[src/rtl/sflash_pkg.sv]
package sflash_pkg;

  localparam logic [7:0] OPC_WR_EN      = 8'h06;
  localparam logic [7:0] OPC_WR_DIS     = 8'h04;
  localparam logic [7:0] OPC_STAT_RD    = 8'h05;
  localparam logic [7:0] OPC_DATA_RD    = 8'h03;
  localparam logic [7:0] OPC_ID_RD      = 8'hAB;
  localparam logic [7:0] OPC_STAT_WR    = 8'h01;
  localparam logic [7:0] OPC_PAGE_PGM   = 8'h02;
  localparam logic [7:0] OPC_CHIP_ERASE = 8'hC7;
  localparam logic [7:0] OPC_SECT_ERASE = 8'hD8;

  localparam int unsigned STAT_BUSY_BIT = 0;
  localparam int unsigned STAT_WEL_BIT  = 1;

  typedef enum logic [2:0] {
    REQ_READ       = 3'd0,
    REQ_PROG       = 3'd1,
    REQ_ERASE      = 3'd2,
    REQ_ID         = 3'd3,
    REQ_STAT_RD    = 3'd4,
    REQ_STAT_WR    = 3'd5,
    REQ_CHIP_ERASE = 3'd6
  } req_op_e;

  typedef enum logic [1:0] {
    FRM_WEN  = 2'd0,
    FRM_MAIN = 2'd1,
    FRM_POLL = 2'd2
  } frm_e;

  function automatic logic [7:0] bit_rev8(input logic [7:0] b);
    logic [7:0] r;
    for (int i = 0; i < 8; i++) r[i] = b[7-i];
    return r;
  endfunction

endpackage

[src/rtl/sflash_shift.sv]
module sflash_shift (
  input  logic       clk_i,
  input  logic       rst_ni,
  input  logic       start_i,
  input  logic [7:0] tx_i,
  input  logic       miso_i,
  output logic       sclk_o,
  output logic       mosi_o,
  output logic [7:0] rx_o,
  output logic       done_o,
  output logic       idle_o
);
  logic       active_q, phase_q, sclk_q;
  logic [2:0] bit_q;
  logic [7:0] sh_q, rx_q;

  always_ff @(posedge clk_i or negedge rst_ni) begin
    if (!rst_ni) begin
      active_q <= 1'b0;
      phase_q  <= 1'b0;
      sclk_q   <= 1'b0;
      bit_q    <= '0;
      sh_q     <= '0;
      rx_q     <= '0;
    end else if (start_i && !active_q) begin
      active_q <= 1'b1;
      phase_q  <= 1'b0;
      bit_q    <= '0;
      sh_q     <= tx_i;
    end else if (active_q) begin
      if (!phase_q) begin
        sclk_q  <= 1'b1;
        rx_q    <= {rx_q[6:0], miso_i};
        phase_q <= 1'b1;
      end else begin
        sclk_q  <= 1'b0;
        phase_q <= 1'b0;
        sh_q    <= {sh_q[6:0], 1'b0};
        bit_q   <= bit_q + 3'd1;
        if (bit_q == 3'd7) active_q <= 1'b0;
      end
    end
  end

  assign sclk_o = sclk_q;
  assign mosi_o = sh_q[7];
  assign rx_o   = rx_q;
  assign done_o = active_q & phase_q & (bit_q == 3'd7);
  assign idle_o = ~active_q;

  // clock parks low between bytes
  a_r8_sclk_parks_low: assert property (@(posedge clk_i) disable iff (!rst_ni)
    !active_q |-> !sclk_q);

  // a byte always has eight rising edges before idle
  a_r8_whole_byte: assert property (@(posedge clk_i) disable iff (!rst_ni)
    $fell(active_q) |-> ($past(bit_q) == 3'd7));

endmodule

[src/rtl/sflash_chunk.sv]
module sflash_chunk #(
  parameter int unsigned PAGE_LOG2 = 8,
  parameter int unsigned LEN_W     = 16
) (
  input  logic [PAGE_LOG2-1:0] off_i,
  input  logic [LEN_W-1:0]     rem_i,
  output logic [LEN_W-1:0]     chunk_o
);
  localparam logic [LEN_W:0] PAGE_SPAN = (LEN_W+1)'(1) << PAGE_LOG2;

  logic [LEN_W:0] room;

  assign room    = PAGE_SPAN - (LEN_W+1)'(off_i);
  assign chunk_o = ({1'b0, rem_i} < room) ? rem_i : room[LEN_W-1:0];

endmodule

[src/rtl/sflash_seq.sv]
module sflash_seq #(
  parameter int unsigned LEN_W     = 16,
  parameter int unsigned PAGE_LOG2 = 8,
  parameter int unsigned SECT_LOG2 = 16
) (
  input  logic             clk_i,
  input  logic             rst_ni,
  input  logic             req_valid_i,
  output logic             req_ready_o,
  input  logic [2:0]       req_op_i,
  input  logic [23:0]      req_addr_i,
  input  logic [LEN_W-1:0] req_len_i,
  input  logic [7:0]       req_stat_i,
  output logic             busy_o,
  output logic             done_o,
  output logic [7:0]       rsp_data_o,
  output logic [LEN_W-1:0] buf_addr_o,
  input  logic [7:0]       buf_rdata_i,
  output logic             buf_we_o,
  output logic [7:0]       buf_wdata_o,
  output logic             spi_sclk_o,
  output logic             spi_cs_no,
  output logic             spi_mosi_o,
  input  logic             spi_miso_i
);
  import sflash_pkg::*;

  localparam int unsigned ADDR_W     = 24;
  localparam logic [ADDR_W-1:0] SECT_BYTES = ADDR_W'(1) << SECT_LOG2;
  localparam logic [LEN_W:0]    PAGE_SPAN  = (LEN_W+1)'(1) << PAGE_LOG2;

  typedef enum logic [2:0] {
    S_IDLE, S_PLAN, S_CSLO, S_LOAD, S_WAIT, S_CSHI, S_NEXT, S_FIN
  } state_e;

  state_e            state_q;
  req_op_e           op_q;
  frm_e              frm_q;
  logic [ADDR_W-1:0] addr_q;
  logic [LEN_W-1:0]  rem_q, base_q, chunk_q, pay_q;
  logic [LEN_W:0]    idx_q;
  logic [7:0]        wsr_q, rsp_q;
  logic              cs_q, poll_busy_q, wen_q;

  logic              sh_start, sh_done, sh_idle;
  logic [7:0]        sh_rx, tx_byte, opcode;
  logic [LEN_W-1:0]  chunk, main_pay, pay_idx;
  logic [2:0]        hdr_len;
  logic [LEN_W:0]    total;
  logic              in_pay, last_byte, is_wr, has_len;

  sflash_chunk #(.PAGE_LOG2(PAGE_LOG2), .LEN_W(LEN_W)) u_chunk (
    .off_i   (addr_q[PAGE_LOG2-1:0]),
    .rem_i   (rem_q),
    .chunk_o (chunk)
  );

  sflash_shift u_shift (
    .clk_i   (clk_i),
    .rst_ni  (rst_ni),
    .start_i (sh_start),
    .tx_i    (tx_byte),
    .miso_i  (spi_miso_i),
    .sclk_o  (spi_sclk_o),
    .mosi_o  (spi_mosi_o),
    .rx_o    (sh_rx),
    .done_o  (sh_done),
    .idle_o  (sh_idle)
  );

  always_comb begin
    is_wr   = (op_q == REQ_PROG) || (op_q == REQ_ERASE) ||
              (op_q == REQ_STAT_WR) || (op_q == REQ_CHIP_ERASE);
    has_len = (op_q == REQ_READ) || (op_q == REQ_PROG) || (op_q == REQ_ERASE);
    case (op_q)
      REQ_READ:                         main_pay = rem_q;
      REQ_PROG:                         main_pay = chunk;
      REQ_ID, REQ_STAT_RD, REQ_STAT_WR: main_pay = LEN_W'(1);
      default:                          main_pay = '0;
    endcase
  end

  // frame header length and opcode
  always_comb begin
    hdr_len = 3'd1;
    opcode  = OPC_STAT_RD;
    case (frm_q)
      FRM_WEN:  opcode = OPC_WR_EN;
      FRM_POLL: opcode = OPC_STAT_RD;
      default: begin
        case (op_q)
          REQ_READ:       begin opcode = OPC_DATA_RD;    hdr_len = 3'd4; end
          REQ_PROG:       begin opcode = OPC_PAGE_PGM;   hdr_len = 3'd4; end
          REQ_ERASE:      begin opcode = OPC_SECT_ERASE; hdr_len = 3'd4; end
          REQ_ID:         begin opcode = OPC_ID_RD;      hdr_len = 3'd4; end
          REQ_STAT_WR:    opcode = OPC_STAT_WR;
          REQ_CHIP_ERASE: opcode = OPC_CHIP_ERASE;
          default:        opcode = OPC_STAT_RD;
        endcase
      end
    endcase
  end

  assign total     = {1'b0, pay_q} + (LEN_W+1)'(hdr_len);
  assign in_pay    = idx_q >= (LEN_W+1)'(hdr_len);
  assign last_byte = (idx_q + 1'b1) == total;
  assign pay_idx   = LEN_W'(idx_q - (LEN_W+1)'(hdr_len));

  always_comb begin
    tx_byte = 8'h00;
    if (idx_q == '0) begin
      tx_byte = opcode;
    end else if (!in_pay) begin
      if (op_q != REQ_ID) begin
        case (idx_q[1:0])
          2'd1:    tx_byte = addr_q[23:16];
          2'd2:    tx_byte = addr_q[15:8];
          default: tx_byte = addr_q[7:0];
        endcase
      end
    end else if (frm_q == FRM_MAIN) begin
      if (op_q == REQ_PROG)         tx_byte = bit_rev8(buf_rdata_i);
      else if (op_q == REQ_STAT_WR) tx_byte = wsr_q;
    end
  end

  assign sh_start    = (state_q == S_LOAD);
  assign buf_addr_o  = base_q + pay_idx;
  assign buf_we_o    = (state_q == S_WAIT) && sh_done && in_pay &&
                       (frm_q == FRM_MAIN) && (op_q == REQ_READ);
  assign buf_wdata_o = bit_rev8(sh_rx);

  always_ff @(posedge clk_i or negedge rst_ni) begin
    if (!rst_ni) begin
      state_q     <= S_IDLE;
      op_q        <= REQ_READ;
      frm_q       <= FRM_WEN;
      addr_q      <= '0;
      rem_q       <= '0;
      base_q      <= '0;
      chunk_q     <= '0;
      pay_q       <= '0;
      idx_q       <= '0;
      wsr_q       <= '0;
      rsp_q       <= '0;
      cs_q        <= 1'b1;
      poll_busy_q <= 1'b0;
      wen_q       <= 1'b0;
    end else begin
      case (state_q)
        S_IDLE: if (req_valid_i) begin
          op_q   <= req_op_e'(req_op_i);
          addr_q <= (req_op_e'(req_op_i) == REQ_ERASE) ? (req_addr_i << SECT_LOG2)
                                                       : req_addr_i;
          rem_q  <= req_len_i;
          base_q <= '0;
          wsr_q  <= req_stat_i;
          state_q <= S_PLAN;
        end
        S_PLAN: begin
          if (has_len && rem_q == '0) begin
            state_q <= S_FIN;
          end else if (is_wr) begin
            frm_q   <= FRM_WEN;
            pay_q   <= '0;
            state_q <= S_CSLO;
          end else begin
            frm_q   <= FRM_MAIN;
            pay_q   <= main_pay;
            chunk_q <= chunk;
            state_q <= S_CSLO;
          end
        end
        S_CSLO: begin
          cs_q    <= 1'b0;
          idx_q   <= '0;
          state_q <= S_LOAD;
        end
        S_LOAD: state_q <= S_WAIT;
        S_WAIT: if (sh_done) begin
          if (in_pay) begin
            if (frm_q == FRM_POLL) poll_busy_q <= sh_rx[STAT_BUSY_BIT];
            if (frm_q == FRM_MAIN && (op_q == REQ_ID || op_q == REQ_STAT_RD))
              rsp_q <= sh_rx;
          end
          if (last_byte) state_q <= S_CSHI;
          else begin
            idx_q   <= idx_q + 1'b1;
            state_q <= S_LOAD;
          end
        end
        S_CSHI: if (sh_idle) begin
          cs_q    <= 1'b1;
          state_q <= S_NEXT;
        end
        S_NEXT: begin
          case (frm_q)
            FRM_WEN: begin
              wen_q   <= 1'b1;
              frm_q   <= FRM_MAIN;
              pay_q   <= main_pay;
              chunk_q <= chunk;
              state_q <= S_CSLO;
            end
            FRM_MAIN: begin
              wen_q <= 1'b0;
              if (is_wr) begin
                frm_q   <= FRM_POLL;
                pay_q   <= LEN_W'(1);
                state_q <= S_CSLO;
              end else begin
                state_q <= S_FIN;
              end
            end
            default: begin
              if (poll_busy_q) begin
                state_q <= S_CSLO;
              end else begin
                case (op_q)
                  REQ_PROG: begin
                    addr_q  <= addr_q + ADDR_W'(chunk_q);
                    rem_q   <= rem_q - chunk_q;
                    base_q  <= base_q + chunk_q;
                    state_q <= S_PLAN;
                  end
                  REQ_ERASE: begin
                    addr_q  <= addr_q + SECT_BYTES;
                    rem_q   <= rem_q - LEN_W'(1);
                    state_q <= S_PLAN;
                  end
                  default: state_q <= S_FIN;
                endcase
              end
            end
          endcase
        end
        default: state_q <= S_IDLE;
      endcase
    end
  end

  assign spi_cs_no   = cs_q;
  assign req_ready_o = (state_q == S_IDLE);
  assign busy_o      = (state_q != S_IDLE);
  assign done_o      = (state_q == S_FIN);
  assign rsp_data_o  = rsp_q;

  // chip select rises only with the shifter empty
  a_r8_cs_rise_empty: assert property (@(posedge clk_i) disable iff (!rst_ni)
    $rose(spi_cs_no) |-> sh_idle);

  // no clock while deselected
  a_r8_no_clk_deselected: assert property (@(posedge clk_i) disable iff (!rst_ni)
    spi_cs_no |-> !spi_sclk_o);

  // busy ends only right after the done pulse
  a_r9_busy_ends_on_done: assert property (@(posedge clk_i) disable iff (!rst_ni)
    $fell(busy_o) |-> $past(done_o));

  // a write-type main frame follows a write-enable frame
  a_r3_wen_first: assert property (@(posedge clk_i) disable iff (!rst_ni)
    (state_q == S_CSLO && frm_q == FRM_MAIN && is_wr) |-> wen_q);

  // program chunk is non-empty and stays inside its page
  a_r5_chunk_in_page: assert property (@(posedge clk_i) disable iff (!rst_ni)
    (state_q == S_CSLO && frm_q == FRM_MAIN && op_q == REQ_PROG) |->
    (chunk_q != '0 &&
     ((LEN_W+1)'(addr_q[PAGE_LOG2-1:0]) + {1'b0, chunk_q}) <= PAGE_SPAN));

  // progress only after a poll that saw the device idle
  a_r4_advance_after_poll: assert property (@(posedge clk_i) disable iff (!rst_ni)
    (rem_q != $past(rem_q)) |->
    ($past(state_q) == S_IDLE ||
     ($past(state_q) == S_NEXT && $past(frm_q) == FRM_POLL && !$past(poll_busy_q))));

endmodule

[config.mk]
export PLATFORM = sky130hd
export DESIGN_NAME = sflash_seq
export DESIGN_NICKNAME = d
export VERILOG_FILES = /design/src/rtl/sflash_pkg.sv /design/src/rtl/sflash_shift.sv /design/src/rtl/sflash_chunk.sv /design/src/rtl/sflash_seq.sv
export SDC_FILE = /design/constraint.sdc
export NUM_CORES = 1
export LEC_CHECK = 0
export ABC_AREA = 1
export CORE_MARGIN = 2
export CORE_UTILIZATION = 33
export CTS_BUF_LIST = sky130_fd_sc_hd__clkbuf_2
export DETAILED_ROUTE_END_ITERATION = 8
export DONT_BUFFER_PORTS = 1
export HOLD_SLACK_MARGIN = 0.06
export MAX_ROUTING_LAYER = met4
export PLACE_DENSITY = 0.56
export REMOVE_ABC_BUFFERS = 1
export SLEW_MARGIN = 20
export SYNTH_ARGS = -nofsm -noshare
export SYNTH_HDL_FRONTEND = slang
export SYNTH_SLANG_ARGS = --single-unit
[constraint.sdc]
create_clock -name clk_i -period 3.3 [get_ports clk_i]
set_clock_uncertainty 0.2 [all_clocks]
set_input_delay 0 -clock clk_i [delete_from_list [all_inputs] [get_ports clk_i]]
set_output_delay 0 -clock clk_i [all_outputs]
set_load 0.05 [all_outputs]
==> qor.txt, run 1 <==
Post-DP HPWL: 31.3 mm
Post-GRT worst EP: buf_addr_o[13]
Most used DFF post-synth: dfrtp_1
Grt total ovfl: 0
Die width: 198 um
Sequential area share after synthesis: 31.0%
Library cells used by synthesis: 56
Syn Area/Cell: 6.85 um2
Number of synthesized flops with an enable pin: 0
Routability cong.: 0.949
Synthesis Warnings: 0
Worst EP kind: output port
Flops & latches, synth: 153
Initial core utilization: 33.6%
Ports: 102
Die boundary height: 198 um
Vias in the first global route: 12400
Place WS: -43.0 ps
Synth Instances: 1803
Longest Clk Path Bufs: 2
Clk sinks: 153
H-tree Lvls: 4
Initial antenna violation count: 2
Mapped cell area: 12400 um2
Largest net degree at the start of global routing: 154
Tool error: [ERROR DRT-0255] Maze Route cannot find path of net clk_i in worker of routeBox ( 144900 0 ) ( 197505 48300 ).
GRT Overall Usage: 22.4%
Clock Tree Root: clkbuf_2
IO Port Bufs: 0
Stop stage: 5_2_route
Row cnt: 70
First-pass GRT wire length: 66.4 mm
Status: stopped before the end
CTS buffer count: 17
Async set-reset flop share out of synthesis: 100%
[timing repair]
action,4_1_cts,5_1_grt
endpoints found under the hold margin,232,0
buffers inserted,6,21
gates resized for setup,43,91
pin swaps,18,30
cloned,1,3
hold buffers,143,0
endpoints found under the setup margin,40,61
[per-stage QoR]
stage,std cells,hold WS [ps],instance area [um2]
global route,2502,129,15700
CTS,2476,79.0,15100
detailed placement,2296,-485,13300
global placement,2296,-485,13300
floorplan,1758,-496,12200
[cells in the mapped netlist, types with 5 or more instances]
cell type  count  area (um2)
xor2_1        30         263
o2111ai_1      8        70.1
o21bai_1       7        52.6
dfrtp_1      152        3800
a21oi_1      112         561
nand3_1      106         531
nor4_1         8        50.1
xnor2_1       15         131
nor2_1       169         634
a21boi_0       5        37.5
o21ai_0      163         816
or2_2          8        50.1
buf_2          9        45.0
o21a_1         6        45.0
a22oi_1       17         128
nand2_1      463        1740
ha_1          95        1190
clkbuf_1      30         113
fa_1           5         100
nor2_2         8        50.1
nor3_1        19        95.1
a31oi_1       15        93.8
a221oi_1       5        43.8
nand2_2        8        50.1
o211ai_1      15         113
o21ai_1        8        40.0
inv_1        230         863
nand4_1       23         144
o22ai_1       15        93.8
[metal layers]
layer	track usage [%]
met2	35.1
met5	-
met1	29.6
met4	7.10
met3	3.48
[logic make-up after synthesis]
logic type / share of synthesized area [%]
fa+ha+maj: 10.4
buf+inv: 8.81
flops: 31.0
simple gates: 28.3
mux: 0.0911
xor+xnor: 3.19
compound gates: 18.2
==> inputs of run 2 (changes only) <==
--- a/config.mk
+++ b/config.mk
@@ -7,13 +7,10 @@
 export LEC_CHECK = 0
 export ABC_AREA = 1
 export CORE_MARGIN = 2
-export CORE_UTILIZATION = 33
-export CTS_BUF_LIST = sky130_fd_sc_hd__clkbuf_2
+export CORE_UTILIZATION = 20
 export DETAILED_ROUTE_END_ITERATION = 8
 export DONT_BUFFER_PORTS = 1
-export HOLD_SLACK_MARGIN = 0.06
-export MAX_ROUTING_LAYER = met4
-export PLACE_DENSITY = 0.56
+export PLACE_DENSITY_LB_ADDON = 0.15
 export REMOVE_ABC_BUFFERS = 1
 export SLEW_MARGIN = 20
 export SYNTH_ARGS = -nofsm -noshare
==> constraint.sdc (replaced) <==
create_clock -name clk_i -period 4.3 [get_ports clk_i]
set_clock_uncertainty 0.2 [all_clocks]
set_input_delay 0 -clock clk_i [delete_from_list [all_inputs] [get_ports clk_i]]
set_output_delay 0 -clock clk_i [all_outputs]
set_load 0.05 [all_outputs]
==> run 2 against run 1 <==
  * The flow now finishes, with violations (negative hold slack)
  * Synthesized area is the same
  * Synthesized cell count is the same
  * Global-route usage shrank 7.4 points
==> qor.txt, run 2 <==
Status: finished with violations (was stopped before the end)
Failing checks: negative hold slack
Commonest cells after routing, fill and taps aside: nand2_1 (463), inv_1 (229), nor2_1 (168), o21ai_0 (161), dfrtp_1 (152)
CTS buffer count: 17 (unchanged)
Most common cell on crit path: inv_1
Total Wirelength: 46.3 mm
Crit path launch type: register
Critical Path RT: 4100 ps
Leak: 7.06 nW
WL per Instance: 17.1 um
Grt total ovfl: 0 (unchanged)
Commonest non-fill, non-tap cell in the layout: nand2_1
Initial antenna violation count: 1 (was 2)
Die boundary height: 253 um (was 198 um)
Hold Vio Cnt, Final: 11
Longest Clk Path Bufs: 2 (unchanged)
Biggest regs: addr_q (24), idx_q (17)
Die width: 253 um (was 198 um)
Mapped cell area: 12400 um2 (unchanged)
Syn Area/Cell: 6.85 um2 (unchanged)
Antenna-violating nets left: 0
Synth top area share: 30.8% (unchanged)
IO Port Bufs: 0 (unchanged)
Setup Buffers After CTS: 0 (was 6)
H-tree Lvls: 4 (unchanged)
CP endpoint kind: primary output
RSZ-0062 raised after global routing: false
Crit-path max cell delay: 410 ps
Place WS: 555 ps (was -43.0 ps)
Worst-case hold slack: -5.03 ps
Initial core utilization: 20.1% (was 33.6%)
Most used DFF post-synth: dfrtp_1 (unchanged)
Critical Path Fanout Max: 3
Area of the core: 61400 um2
Final Max Slew Viols: 0
Area grow syn2layout: 20.7%
Avg Vias per Cell: 4.53
Pwr Total: 3.25 mW
Setup ws final: 397 ps
Max Cap Violations: 0
Drt first-iter violations: 923
Max-slew headroom: 33.7%
Crit path kind: register to primary output
Final min period: 3900 ps
Setup TNS: 0 ps
Worst-Skew Late Latency: 490 ps
Area leader, netlist: dfrtp_1 (unchanged)
Tightest Pin Transition: 994 ps
Ports: 102 (unchanged)
Peak Freq: 0.256 GHz
Tcrit/Tclk final: 90.8%
Final core utilization: 24.3%
Post-DP HPWL: 36.1 mm (was 31.3 mm)
Die area: 63800 um2
Library cells used by synthesis: 56 (unchanged)
Synthesis Warnings: 0 (unchanged)
Most instantiated library cell after synthesis: nand2_1 (unchanged)
Post-DP Area: 13400 um2 (was 13300 um2)
Largest net degree at the start of global routing: 154 (unchanged)
DRC: 0
Synth top cells by count: nand2_1 (463), inv_1 (230), nor2_1 (169), o21ai_0 (163), dfrtp_1 (152) (unchanged)
Routed vias: 12200
Largest Register: addr_q
Vias in the first global route: 12200 (was 12400)
Clk sinks: 153 (unchanged)
Number of synthesized flops with an enable pin: 0 (unchanged)
GRT Overall Usage: 14.9% (was 22.4%)
Max reg flops: 24
Antenna diodes: 0
Flops & latches, synth: 153 (unchanged)
Max VDD drop: 0.000312 V
Synth Instances: 1803 (unchanged)
Fraction of layout cells with a size suffix above 1: 6.02%
Worst Hold Class: input port to async pin
DRT Pass-1 Iters: 7
First-pass GRT wire length: 71.8 mm (was 66.4 mm)
CP max stage cell: dfrtp_1
Routability cong.: 0.837 (was 0.949)
CTS clk-pin slew, worst paths: 70 ps
Sequential area share after synthesis: 31.0% (unchanged)
Final net count: 2060
Async set-reset flop share out of synthesis: 100% (unchanged)
Clock Tree Root: clkbuf_16 (was clkbuf_2)
PwrDens: 218 nW/um2
Area contributors post-synth: dfrtp_1 (31%), nand2_1 (14%), ha_1 (9.6%) (unchanged)
Final instance area: 14900 um2
Crit-path cells: nor2_4 -> inv_1 -> ha_1 -> inv_1 -> ha_1 -> inv_1 -> fa_1 -> o21ai_1 -> nand2_1 -> nand2_1 -> a21boi_0 -> o21ai_0 -> buf_4 -> a21oi_1 -> o21ai_0 -> xor2_1 -> buf_4
WP data arrival: 3700 ps
Setup violations, final: 0
FILL cells: 6844
Row cnt: 91 (was 70)
CTS tree: yes
-- run 2: cell counts after synthesis --
Identical to the previous run, type by type.
-- run 2: logic make-up (layout without fill, tap and decap cells) --
logic type	after synthesis	in the layout	share of synthesized area [%]
DFF	153	153	31.0
muxes	1	1	0.0911
adders and majority gates	100	100	10.4
buffers and inverters	282	389	8.81
and+or+nand+nor	828	828	28.3
AOI/OAI and AO/OA	394	394	18.2
xor gates and xnor gates	45	45	3.19
-- run 2: stage by stage --
| step | hold slack [ps] | instances |
|---|---|---|
| 2_1_floorplan | -496 | 1758 |
| 3_3_place_gp | -488 | 2586 |
| 3_5_place_dp | -475 | 2586 |
| 4_1_cts | 1.68 | 2700 |
| 5_1_grt | 56.2 | 2700 |
| 6_report | -5.03 | 2700 |
-- run 2: area by class of cell --
type	count	area, um2	share of cell area (%)
clock inverter	14	188	1.26
multi-input combinational	1368	7460	50.0
tap	790	988	6.63
clock buffer	18	429	2.88
timing repair buffer	120	1130	7.56
inverter	237	890	5.96
sequential	153	3830	25.7
-- run 2: where the power goes --
group,switching (mW),leakage [nW],internal (mW)
combinational,0.0573,4.90,0.0481
clock,0.757,0.298,0.928
sequential,0.0177,1.87,1.44
-- run 2: path summary, 6_finish.rpt --
kind / depth (start not counted) / start / slack (ps) / end
max: 17 / op_q[2]$_DFFE_PN0P_ / 400 / buf_addr_o[12]
min: 2 / rst_ni / -5 / u_shift.rx_o[6]$_DFFE_PN0P_
max reg2reg: 11 / state_q[0]$_DFFE_PN0P_ / 650 / rem_q[1]$_DFFE_PN0P_
min reg2reg: 1 / u_shift.bit_q[0]$_DFFE_PN0P_ / 270 / u_shift.bit_q[0]$_DFFE_PN0P_
max in group asynchronous: 2 / rst_ni / 3190 / base_q[4]$_DFFE_PN0P_
min in group clk_i: 3 / req_len_i[14] / 50 / rem_q[14]$_DFFE_PN0P_
-- run 2: timing repair --
item,in CTS,in global routing
setup endpoints to repair,0,5
gates resized for setup,0,5
endpoints found under the hold margin,216,0
hold buffers,82,0
-- run 2: per-layer routing --
metal  vias up  routed length (um)  GRT usage, %
met5         -                  13             0
met1      5721               22300          19.9
met3        50                1840          2.99
met2       270               21000          23.9
li1       6181                   -             -
met4         2                1110          5.27
-- run 2: critical path: cells and delay by family, from the launching register on --
| kind | cells | cell delay (ps) |
|---|---|---|
| AO/OA/AOI/OAI | 5 | 800 |
| XOR/XNOR | 1 | 190 |
| adder cells (fa/ha/maj) | 3 | 850 |
| buffers and inverters | 5 | 610 |
| flip-flops | 1 | 410 |
| AND/OR/NAND/NOR | 3 | 360 |
Power figures use the tool's default switching activity.
